[src/rtl/blmpu_pkg.sv]
package blmpu_pkg;
  localparam logic [7:0] OFS_SEL   = 8'h98;
  localparam logic [7:0] OFS_BASE  = 8'h9C;
  localparam logic [7:0] OFS_LAST  = 8'hB8;
  localparam logic [7:0] OFS_ATTR0 = 8'hC0;
  localparam logic [7:0] OFS_ATTR1 = 8'hC4;

  typedef enum logic [1:0] {
    AP_PRIV_RW = 2'b00,
    AP_ALL_RW  = 2'b01,
    AP_PRIV_RO = 2'b10,
    AP_ALL_RO  = 2'b11
  } ap_e;
endpackage

[src/rtl/blmpu_regfile.sv]
module blmpu_regfile
  import blmpu_pkg::*;
#(
  parameter int NUM_RGN = 16,
  localparam int RW = $clog2(NUM_RGN)
) (
  input  logic                     clk,
  input  logic                     rst_n,
  input  logic                     reg_we,
  input  logic                     reg_re,
  input  logic [7:0]               reg_addr,
  input  logic [31:0]              reg_wdata,
  output logic [31:0]              reg_rdata,
  output logic [NUM_RGN-1:0][31:0] base_o,
  output logic [NUM_RGN-1:0][31:0] lim_o,
  output logic [63:0]              attr_o
);
  localparam logic [7:0] NUM_RGN_B = 8'(NUM_RGN);

  logic [7:0]               sel_q, sel_d;
  logic [NUM_RGN-1:0][31:0] base_q, base_d;
  logic [NUM_RGN-1:0][31:0] lim_q, lim_d;
  logic [63:0]              attr_q, attr_d;

  logic [7:0]    off;
  logic          in_win;
  logic [1:0]    grp_n;
  logic          is_lim;
  logic [7:0]    tgt;
  logic          tgt_ok;
  logic [RW-1:0] tgt_idx;

  // decode of the region window and its aliases
  always_comb begin
    off     = reg_addr - OFS_BASE;
    in_win  = (reg_addr >= OFS_BASE) && (reg_addr <= OFS_LAST) && (reg_addr[1:0] == 2'b00);
    grp_n   = off[4:3];
    is_lim  = off[2];
    tgt     = (grp_n == 2'd0) ? sel_q : {sel_q[7:2], grp_n};
    tgt_ok  = tgt < NUM_RGN_B;
    tgt_idx = tgt[RW-1:0];
  end

  // next state
  always_comb begin
    sel_d  = sel_q;
    base_d = base_q;
    lim_d  = lim_q;
    attr_d = attr_q;
    if (reg_addr == OFS_SEL)   sel_d = reg_wdata[7:0];
    if (reg_addr == OFS_ATTR0) attr_d[31:0]  = reg_wdata;
    if (reg_addr == OFS_ATTR1) attr_d[63:32] = reg_wdata;
    if (in_win && tgt_ok) begin
      if (is_lim) lim_d[tgt_idx]  = reg_wdata;
      else        base_d[tgt_idx] = reg_wdata;
    end
  end

  // registers, enabled by the write strobe
  always_ff @(posedge clk or negedge rst_n) begin
    if (!rst_n) begin
      sel_q  <= '0;
      base_q <= '0;
      lim_q  <= '0;
      attr_q <= '0;
    end else if (reg_we) begin
      sel_q  <= sel_d;
      base_q <= base_d;
      lim_q  <= lim_d;
      attr_q <= attr_d;
    end
  end

  // read mux
  always_comb begin
    reg_rdata = '0;
    if (reg_re) begin
      if (reg_addr == OFS_SEL)        reg_rdata = {24'd0, sel_q};
      else if (reg_addr == OFS_ATTR0) reg_rdata = attr_q[31:0];
      else if (reg_addr == OFS_ATTR1) reg_rdata = attr_q[63:32];
      else if (in_win && tgt_ok)      reg_rdata = is_lim ? lim_q[tgt_idx] : base_q[tgt_idx];
    end
  end

  assign base_o = base_q;
  assign lim_o  = lim_q;
  assign attr_o = attr_q;

  assert_attr0_wr_R7: assert property (@(posedge clk) disable iff (!rst_n)
    (reg_we && reg_addr == OFS_ATTR0) |=> (attr_q[31:0] == $past(reg_wdata)));

  assert_oor_ignored_R10: assert property (@(posedge clk) disable iff (!rst_n)
    (reg_we && in_win && !tgt_ok) |=> ($stable(base_q) && $stable(lim_q)));
endmodule

[src/rtl/blmpu_rgn_cmp.sv]
module blmpu_rgn_cmp #(
  parameter int GRAN_LOG2 = 5
) (
  input  logic [31:0] addr,
  input  logic [31:0] base,
  input  logic [31:0] lim,
  output logic        match
);
  logic [31-GRAN_LOG2:0] a_g, b_g, l_g;

  always_comb begin
    a_g   = addr[31:GRAN_LOG2];
    b_g   = base[31:GRAN_LOG2];
    l_g   = lim[31:GRAN_LOG2];
    match = lim[0] && (a_g >= b_g) && (a_g <= l_g);
  end
endmodule

[src/rtl/blmpu_resolve.sv]
module blmpu_resolve
  import blmpu_pkg::*;
#(
  parameter int NUM_RGN = 16,
  localparam int RW = $clog2(NUM_RGN),
  localparam int CW = $clog2(NUM_RGN + 1)
) (
  input  logic [NUM_RGN-1:0]       match,
  input  logic [NUM_RGN-1:0][31:0] base_i,
  input  logic [NUM_RGN-1:0][31:0] lim_i,
  input  logic [63:0]              attr_i,
  input  logic                     priv,
  input  logic                     write,
  input  logic                     fetch,
  output logic                     hit,
  output logic [RW-1:0]            region,
  output logic                     fault,
  output logic [7:0]               attr
);
  logic [CW-1:0] cnt;
  logic [RW-1:0] idx;
  logic [31:0]   b_sel, l_sel;
  logic          perm_bad, xn_bad;
  ap_e           ap;

  always_comb begin
    cnt = '0;
    idx = '0;
    for (int i = 0; i < NUM_RGN; i++) begin
      if (match[i]) begin
        cnt = cnt + CW'(1);
        idx = RW'(i);
      end
    end
    b_sel = base_i[idx];
    l_sel = lim_i[idx];
    ap    = ap_e'(b_sel[2:1]);
    unique case (ap)
      AP_PRIV_RW: perm_bad = !priv;
      AP_ALL_RW:  perm_bad = 1'b0;
      AP_PRIV_RO: perm_bad = !priv || write;
      AP_ALL_RO:  perm_bad = write;
      default:    perm_bad = 1'b1;
    endcase
    xn_bad = fetch && b_sel[0];
    hit    = (cnt == CW'(1));
    region = hit ? idx : '0;
    fault  = !hit || perm_bad || xn_bad;
    attr   = hit ? attr_i[{l_sel[3:1], 3'b000} +: 8] : 8'd0;
  end
endmodule

[src/rtl/bl_mpu.sv]
module bl_mpu
  import blmpu_pkg::*;
#(
  parameter int NUM_RGN   = 16,
  parameter int GRAN_LOG2 = 5,
  localparam int RW = $clog2(NUM_RGN)
) (
  input  logic          clk,
  input  logic          rst_n,
  input  logic          reg_we,
  input  logic          reg_re,
  input  logic [7:0]    reg_addr,
  input  logic [31:0]   reg_wdata,
  output logic [31:0]   reg_rdata,
  input  logic [31:0]   lk_addr,
  input  logic          lk_priv,
  input  logic          lk_write,
  input  logic          lk_fetch,
  output logic          lk_hit,
  output logic [RW-1:0] lk_region,
  output logic          lk_fault,
  output logic [7:0]    lk_attr
);
  logic [NUM_RGN-1:0][31:0] base_w, lim_w;
  logic [63:0]              attr_w;
  logic [NUM_RGN-1:0]       match_w;

  blmpu_regfile #(.NUM_RGN(NUM_RGN)) u_regs (
    .clk(clk), .rst_n(rst_n),
    .reg_we(reg_we), .reg_re(reg_re), .reg_addr(reg_addr),
    .reg_wdata(reg_wdata), .reg_rdata(reg_rdata),
    .base_o(base_w), .lim_o(lim_w), .attr_o(attr_w)
  );

  for (genvar g = 0; g < NUM_RGN; g++) begin : g_cmp
    blmpu_rgn_cmp #(.GRAN_LOG2(GRAN_LOG2)) u_cmp (
      .addr(lk_addr), .base(base_w[g]), .lim(lim_w[g]), .match(match_w[g])
    );
  end

  blmpu_resolve #(.NUM_RGN(NUM_RGN)) u_res (
    .match(match_w), .base_i(base_w), .lim_i(lim_w), .attr_i(attr_w),
    .priv(lk_priv), .write(lk_write), .fetch(lk_fetch),
    .hit(lk_hit), .region(lk_region), .fault(lk_fault), .attr(lk_attr)
  );

  assert_hit_matches_R1: assert property (@(posedge clk) disable iff (!rst_n)
    lk_hit |-> match_w[lk_region]);

  assert_xn_fault_R4: assert property (@(posedge clk) disable iff (!rst_n)
    (lk_hit && lk_fetch && base_w[lk_region][0]) |-> lk_fault);

  assert_nohit_quiet_R5: assert property (@(posedge clk) disable iff (!rst_n)
    !lk_hit |-> (lk_attr == 8'd0 && lk_region == '0));

  assert_nohit_fault_R6: assert property (@(posedge clk) disable iff (!rst_n)
    !lk_hit |-> lk_fault);
endmodule

[config.mk]
export PLATFORM = sky130hd
export DESIGN_NAME = bl_mpu
export DESIGN_NICKNAME = d
export VERILOG_FILES = /design/src/rtl/blmpu_pkg.sv /design/src/rtl/blmpu_regfile.sv /design/src/rtl/blmpu_rgn_cmp.sv /design/src/rtl/blmpu_resolve.sv /design/src/rtl/bl_mpu.sv
export SDC_FILE = /design/constraint.sdc
export NUM_CORES = 2
export LEC_CHECK = 0
export ABC_AREA = 1
export BUFFER_PORTS_ARGS = -buffer_cell sky130_fd_sc_hd__buf_2
export CAP_MARGIN = 10
export CORE_MARGIN = 2
export CORE_UTILIZATION = 64
export CTS_CLUSTER_DIAMETER = 100
export DETAILED_ROUTE_END_ITERATION = 16
export HOLD_SLACK_MARGIN = 0.08
export PLACE_DENSITY = 0.78
export SLEW_MARGIN = 20
export SYNTH_ARGS = -nofsm -noshare
export SYNTH_HDL_FRONTEND = slang
export SYNTH_SLANG_ARGS = --single-unit
[constraint.sdc]
create_clock -name clk -period 11.9 [get_ports clk]
set_clock_uncertainty 0.1 [all_clocks]
set_input_delay 0.595 -clock clk [delete_from_list [all_inputs] [get_ports clk]]
set_output_delay 0.595 -clock clk [all_outputs]
set_load 0.02 [all_outputs]
## Word-level counts from Yosys, hierarchy flattened

Cells that the tools add are included.

- Bits in registers: 1,096
- Output and inout bits: 46
- Logic and storage cells: 201

- Add/sub/neg operators: 16
- Order comparisons: 38
- Equal/unequal tests: 7
- Shift-type cells: 1
- Mux-type cells: 53
- Bitwise gates (word level): 1
- Reduce and logical (&&, ||, !) cells: 50

Operators by type and width:

| operator | count |
|---|---|
| bitwise mux 512 bit | 2 |
| binary-select mux 32 bit (select 4 bit) | 4 |
| greater-or-equal comparator 27 bit | 16 |
| <= comparator 27 bit | 16 |
| 2-to-1 mux 32 bit | 9 |
| demux 32 bit (select 4 bit) | 1 |
| 2-to-1 mux 5 bit | 15 |
| adder 5 x 1 -> 5 bit (second input constant) | 14 |
| indexed part select 64 x 7 -> 8 bit | 1 |
| 2-to-1 mux 4 bit | 10 |
| logical AND 1 bit | 37 |
| equality test 8 bit (second input constant) | 3 |
| 2-to-1 mux 3 bit | 5 |
| less-than comparator 4 x 5 -> 1 bit (second input constant) | 2 |
| greater-or-equal comparator 8 bit (second input constant) | 1 |
| <= comparator 8 bit (second input constant) | 1 |
| less-than comparator 8 x 5 -> 1 bit (second input constant) | 1 |
| 2-to-1 mux 8 bit | 1 |
| zero test 2 bit | 3 |
| 2-to-1 mux 2 bit | 3 |
| AND reduction 2 bit | 3 |
| AND reduction 3 bit | 2 |
| equality test 5 x 1 -> 1 bit (second input constant) | 1 |
| subtractor 5 bit (second input constant) | 1 |
| other kinds (9) | 14 |

## Logic depth before layout (Yosys ltp)

- Word-level depth: 38
- Depth in mapped cells: 72
- Depth with buffers taken out: 71

## Modules after synthesis

Synthesis repeated with hierarchy kept, for this count alone.

- Cells, all modules: 11,020
- Area, all modules: 77,704.5 µm²

Modules (own cells, without submodules):

| module | times used | cells each | area an instance (µm²) | sequential area each (µm²) |
|---|---|---|---|---|
| blmpu_regfile | 1 | 6,120 | 49,401.1 | 27,426.3 |
| blmpu_rgn_cmp at g_cmp[0].u_cmp ... | 12 | 264 | 1,552.7 | 0.0 |
| blmpu_rgn_cmp at g_cmp[6].u_cmp ... | 4 | 265 | 1,567.8 | 0.0 |
| blmpu_resolve | 1 | 672 | 3,399.5 | 0.0 |

## Least setup slack after synthesis

OpenSTA, ideal clock, no wires.

- Path kind: in2out
- Start: in lk_addr[5]
- End: out lk_attr[1]
- Data arrival time: 9.995 ns
- Slack: 1.210 ns
- Cell stages on the path: 67
- Cells stage by stage: inv_1 ha_1 nor2_1 a211oi_1 o21ai_0 nand3_1 nand2_1 nand3_1 a21oi_1 a211oi_1 o21ai_0 a221o_1 a221oi_1 o311ai_0 nand3_1 inv_1 ha_1 inv_1 (+31 left out) ha_1 nand2_1 a21boi_0 inv_1 ha_1 o21ai_1 inv_1 ha_1 nand2_1 o21a_1 inv_1 ha_1 o21ai_0 nand2_2 nor2_4 nand2_4 buf_12 nor2_4

- Cells in the longest elaborated chain, start to end: 36
- Elaborated cells on any way between the ends: 115
- Those cells by class: add/sub: 15; order compare: 32; eq/ne: 1; shift: 1; mux: 34; reduce/logical: 32

RTL lines:

| item | line | source |
|---|---|---|
| start: declaration | bl_mpu.sv:15 | `input logic [31:0] lk_addr,` |
| greater-or-equal comparator 27 bit | blmpu_rgn_cmp.sv:15 | `match = lim[0] && (a_g >= b_g) && (a_g <= l_g);` |
| logical AND 1 bit (2 in a row) | blmpu_rgn_cmp.sv:15 |  |
| 2-to-1 mux 1 bit | blmpu_resolve.sv:30 | `if (match[i]) begin` |
| adder 1 x 1 -> 2 bit | blmpu_resolve.sv:31 | `cnt = cnt + CW'(1);` |
| 2-to-1 mux 5 bit | blmpu_resolve.sv:30 |  |
| adder 5 x 1 -> 5 bit | blmpu_resolve.sv:31 |  |
| 2-to-1 mux 5 bit | blmpu_resolve.sv:30 |  |
| adder 5 x 1 -> 5 bit | blmpu_resolve.sv:31 |  |
| (+19 left out) | -- |  |
| adder 5 x 1 -> 5 bit | blmpu_resolve.sv:31 |  |
| 2-to-1 mux 5 bit | blmpu_resolve.sv:30 |  |
| adder 5 x 1 -> 5 bit | blmpu_resolve.sv:31 |  |
| 2-to-1 mux 5 bit | blmpu_resolve.sv:30 |  |
| adder 5 x 1 -> 5 bit | blmpu_resolve.sv:31 |  |
| 2-to-1 mux 5 bit | blmpu_resolve.sv:30 |  |
| equality test 5 x 1 -> 1 bit | blmpu_resolve.sv:46 | `hit = (cnt == CW'(1));` |
| 2-to-1 mux 8 bit (*) | blmpu_resolve.sv:49 | `attr = hit ? attr_i[{l_sel[3:1], 3'b000} +: 8] : 8'd0;` |
| end: declaration | bl_mpu.sv:22 | `output logic [7:0] lk_attr` |

Mark *: on every way between the ends. The rest lies on a longest branch, timed or not. The select of a mux whose other input is x is not followed.

## Final worst setup path

- Start: reg u_regs.base_q, in the netlist u_regs.base_o[6]
- End: out lk_attr[5]

- Cells in the longest elaborated chain, start to end: 36

RTL lines:

| item | line | source |
|---|---|---|
| start: declaration | blmpu_regfile.sv:21 | `logic [NUM_RGN-1:0][31:0] base_q, base_d;` |
| start signal: assignment | blmpu_regfile.sv:68 | `base_q <= base_d;` |
| greater-or-equal comparator 27 bit (*) | blmpu_rgn_cmp.sv:15 |  |
| logical AND 1 bit (*) (2 in a row) | blmpu_rgn_cmp.sv:15 |  |
| 2-to-1 mux 1 bit (*) | blmpu_resolve.sv:30 |  |
| adder 1 x 1 -> 2 bit | blmpu_resolve.sv:31 |  |
| 2-to-1 mux 5 bit (*) | blmpu_resolve.sv:30 |  |
| adder 5 x 1 -> 5 bit | blmpu_resolve.sv:31 |  |
| 2-to-1 mux 5 bit (*) | blmpu_resolve.sv:30 |  |
| adder 5 x 1 -> 5 bit | blmpu_resolve.sv:31 |  |
| (+19 left out) | -- |  |
| adder 5 x 1 -> 5 bit | blmpu_resolve.sv:31 |  |
| 2-to-1 mux 5 bit (*) | blmpu_resolve.sv:30 |  |
| adder 5 x 1 -> 5 bit | blmpu_resolve.sv:31 |  |
| 2-to-1 mux 5 bit (*) | blmpu_resolve.sv:30 |  |
| adder 5 x 1 -> 5 bit | blmpu_resolve.sv:31 |  |
| 2-to-1 mux 5 bit (*) | blmpu_resolve.sv:30 |  |
| equality test 5 x 1 -> 1 bit (*) | blmpu_resolve.sv:46 |  |
| 2-to-1 mux 8 bit (*) | blmpu_resolve.sv:49 |  |

Mark *: on every way between the ends. The rest lies on a longest branch, timed or not.

==> run metrics <==
Avg WL per Cell 26.8 um; Final Util 70.9%; relative slew slack 8.76%; Primary FF master, synth dfrtp_1; Mapped Nets 10048; Final Worst Setup Slack 0.519 ns; period utilization 95.6%; Pwr Total 9.72 mW; Slew @ Worst Pin 1.35 ns; root buf cell clkbuf_16; Worst-Skew Late Latency roughly 0.77 ns; Critical path buffers and inverters 12; R2R Setup Slk a little over 7 ns; synthesized instance count 9086; area grow syn2layout 9.76%; Post-synth EDFFs 0; Crit Path Class flop to output port; initial antenna violation count 15; register bit total from synthesis 1096; DR vias/cell 6.58; R2R depth 8; Clk pin slew, worst setup/hold paths 0.06 ns; Final ANT Viol Nets 0; Avg Cell Area, Syn slightly below 8 sq um; largest net degree at the start of global routing 167; Reg2Reg Capture Point u_regs.base_o[77]$_DFFE_PN0P_; Critical R2R Launch u_regs.sel_q[1]$_DFFE_PN0P_; H-tree Lvls 3; worst-path fanout max 7; status complete, no violations; asr flop ratio synth 100%; Routed WL 285000 um; CP Capture Type output port; sequential fraction of the synthesis area 38.4%; Max Root-Sink Buffers 3; DR vias 69971; starting density of the core 64.6%; synthesized area between 0.07 and 0.08 sq mm; # rows 122; Hold Crit Class input port to async pin; DP Area 0.0738 sq mm; post-detail-place hpwl between 150000 and 200000 um; Netlist cell types 62; DRC 0; final setup fails 0; Synth top area share a little under two fifths; Chip Height 338 um; number of global-route vias before repair 65858; Final min period between 10 and 15 ns; most frequent cell on the critical path nand2_1; DR iter-0 viols ~9000; CP max stage cell a221o_2; io pins 125; CTS tree yes; CP Launch Type flop; Hold WS 0.268 ns; Max VDD drop 0.155 mV; clk sinks 1096; final-report hold violation count 0; Nets roughly 10000; dpl ws 0.0882 ns; port bufs 119; die extent in x 338 um; core box area between 0.1 and 0.15 sq mm; remaining global-route overflow 0; total CTS buffers 120; top cells by area, synth dfrtp_1, ha_1, nand2_1; cell family with most CP delay adder cells; number of synthesis warnings 0; Design Area, Final between 0.07 and 0.08 sq mm; DIE AREA 0.114 sq mm; commonest cells in the netlist nand2_1, o21ai_0, inv_1; Pwr Density between 100 and 150 mW/mm^2; area leader, netlist dfrtp_1; total track usage between 40 and 50%; DR pass1 iterations 7; routability cong. 1.02; fmax just under 0.09 GHz; Max stage delay on crit path between 0.4 and 0.5 ns; cell with the most instances after synthesis nand2_1; Slew Viols, Final 0; CP required 11.21 ns; P_leak 34.8 nW; CP arrival around 11 ns; Max Cap Violations 0; layout cells sized above 1 under 10%; global-route wire length before repair 419000 um
-- repair_timing --
action                                  in CTS  in global routing
endpoints found under the setup margin      14                 14
hold buffers                                 1                  0
pin swaps                                    8                 26
gates resized for setup                     19                 28
endpoints found under the hold margin       67                  0
setup buffers                                3                  5
-- metal layers --
layer / routed length, um / track usage, %
met1: 102000 / 61.4
met2: 117000 / 70.0
met3: 38400 / 15.0
met4: 27800 / 38.6
met5: 27 / 0
-- final cells by class --
type / instances / area (sq um)
fillers: 9106 / 32200
clock inverters: 80 / 1120
flip-flops and latches: 1096 / 27400
clock buffers: 147 / 3240
multi-input cells: 6360 / 38300
well taps: 1488 / 1860
repair buffers: 313 / 2220
inverters: 1142 / 4300
diodes: 7 / 17.5
-- power by group --
part | total, mW | internal, mW | switching [mW]
Clock | 4.16 | 2.43 | 1.73
Combinational | 1.70 | 0.471 | 1.23
Sequential | 3.86 | 3.79 | 0.0625
Total | 9.72 | 6.69 | 3.03
-- worst reg2reg max path, stage by stage (launching register included) --
cell and delay, ns:
dfrtp_1 0.42, a21oi_1 0.72, nor2_4 0.29, inv_8 0.46, buf_4 1.14, nor2_1 0.26, nand2_2 0.32, buf_4 0.56
o21ai_0 0.26
-- per-stage QoR --
| step | TNS [ns] | instances |
|---|---|---|
| after floorplan | 0 | 9086 |
| after global placement | 0 | 10390 |
| after detailed placement | 0 | 10390 |
| after CTS | 0 | 10621 |
| after global routing | -0.305 | 10629 |
| final | 0 | 10633 |
-- logic make-up after synthesis --
logic type	Yosys count	synth area share, %
and+or+nand+nor	2825	16.9
AOI/OAI and AO/OA	2651	20.6
adders and majority gates	883	15.5
DFF	1096	38.4
buffers and inverters	1630	8.62
xor gates and xnor gates	1	0.0123
-- worst max path at each step --
stage | from | end | slack [ns] | depth (start not counted)
after floorplan | lk_addr[5] | lk_attr[1] | 1.21 | 67
after global placement | lk_addr[7] | lk_region[1] | 0.02 | 72
after detailed placement | lk_addr[7] | lk_region[1] | 0.09 | 69
after CTS | u_regs.base_o[7]$_DFFE_PN0P_ | lk_region[1] | 0.003 | 73
after global routing | u_regs.base_o[6]$_DFFE_PN0P_ | lk_attr[5] | -0.04 | 73
final | u_regs.base_o[6]$_DFFE_PN0P_ | lk_attr[5] | 0.52 | 73
-- sequential cells by signal, summed over array words and instances, names as in the netlist --
register / count
u_regs.base_o: 512
u_regs.lim_o: 512
u_regs.attr_o: 64
u_regs.sel_q: 8
-- cells in the final DEF (no fill, tap or decap), types with 14 or more instances in the layout --
cell type,synthesis,routed
o21ai_0,1462,1458
a21o_1,23,23
o21a_1,26,26
ha_1,883,873
bufinv_16,0,22
nand2_2,39,72
nand3_1,301,301
buf_2,15,109
nor4_1,40,39
a22oi_1,22,22
dfrtp_1,1096,1096
a41oi_1,38,37
o211ai_1,24,24
a21oi_1,436,436
inv_2,17,29
inv_1,1125,1111
nand4_1,128,128
clkbuf_8,0,14
o221ai_1,28,28
a211oi_1,20,19
nand3b_1,34,34
nor3_1,53,51
nor2_1,205,200
nand2_1,1960,1920
buf_4,1,187
o22ai_1,460,460
nor2_4,10,14
clkinv_2,0,30
o2111ai_1,17,17
nand3_2,18,18
clkbuf_16,0,120
a221oi_1,48,47
No activity file was read; power rests on OpenSTA's default activity.
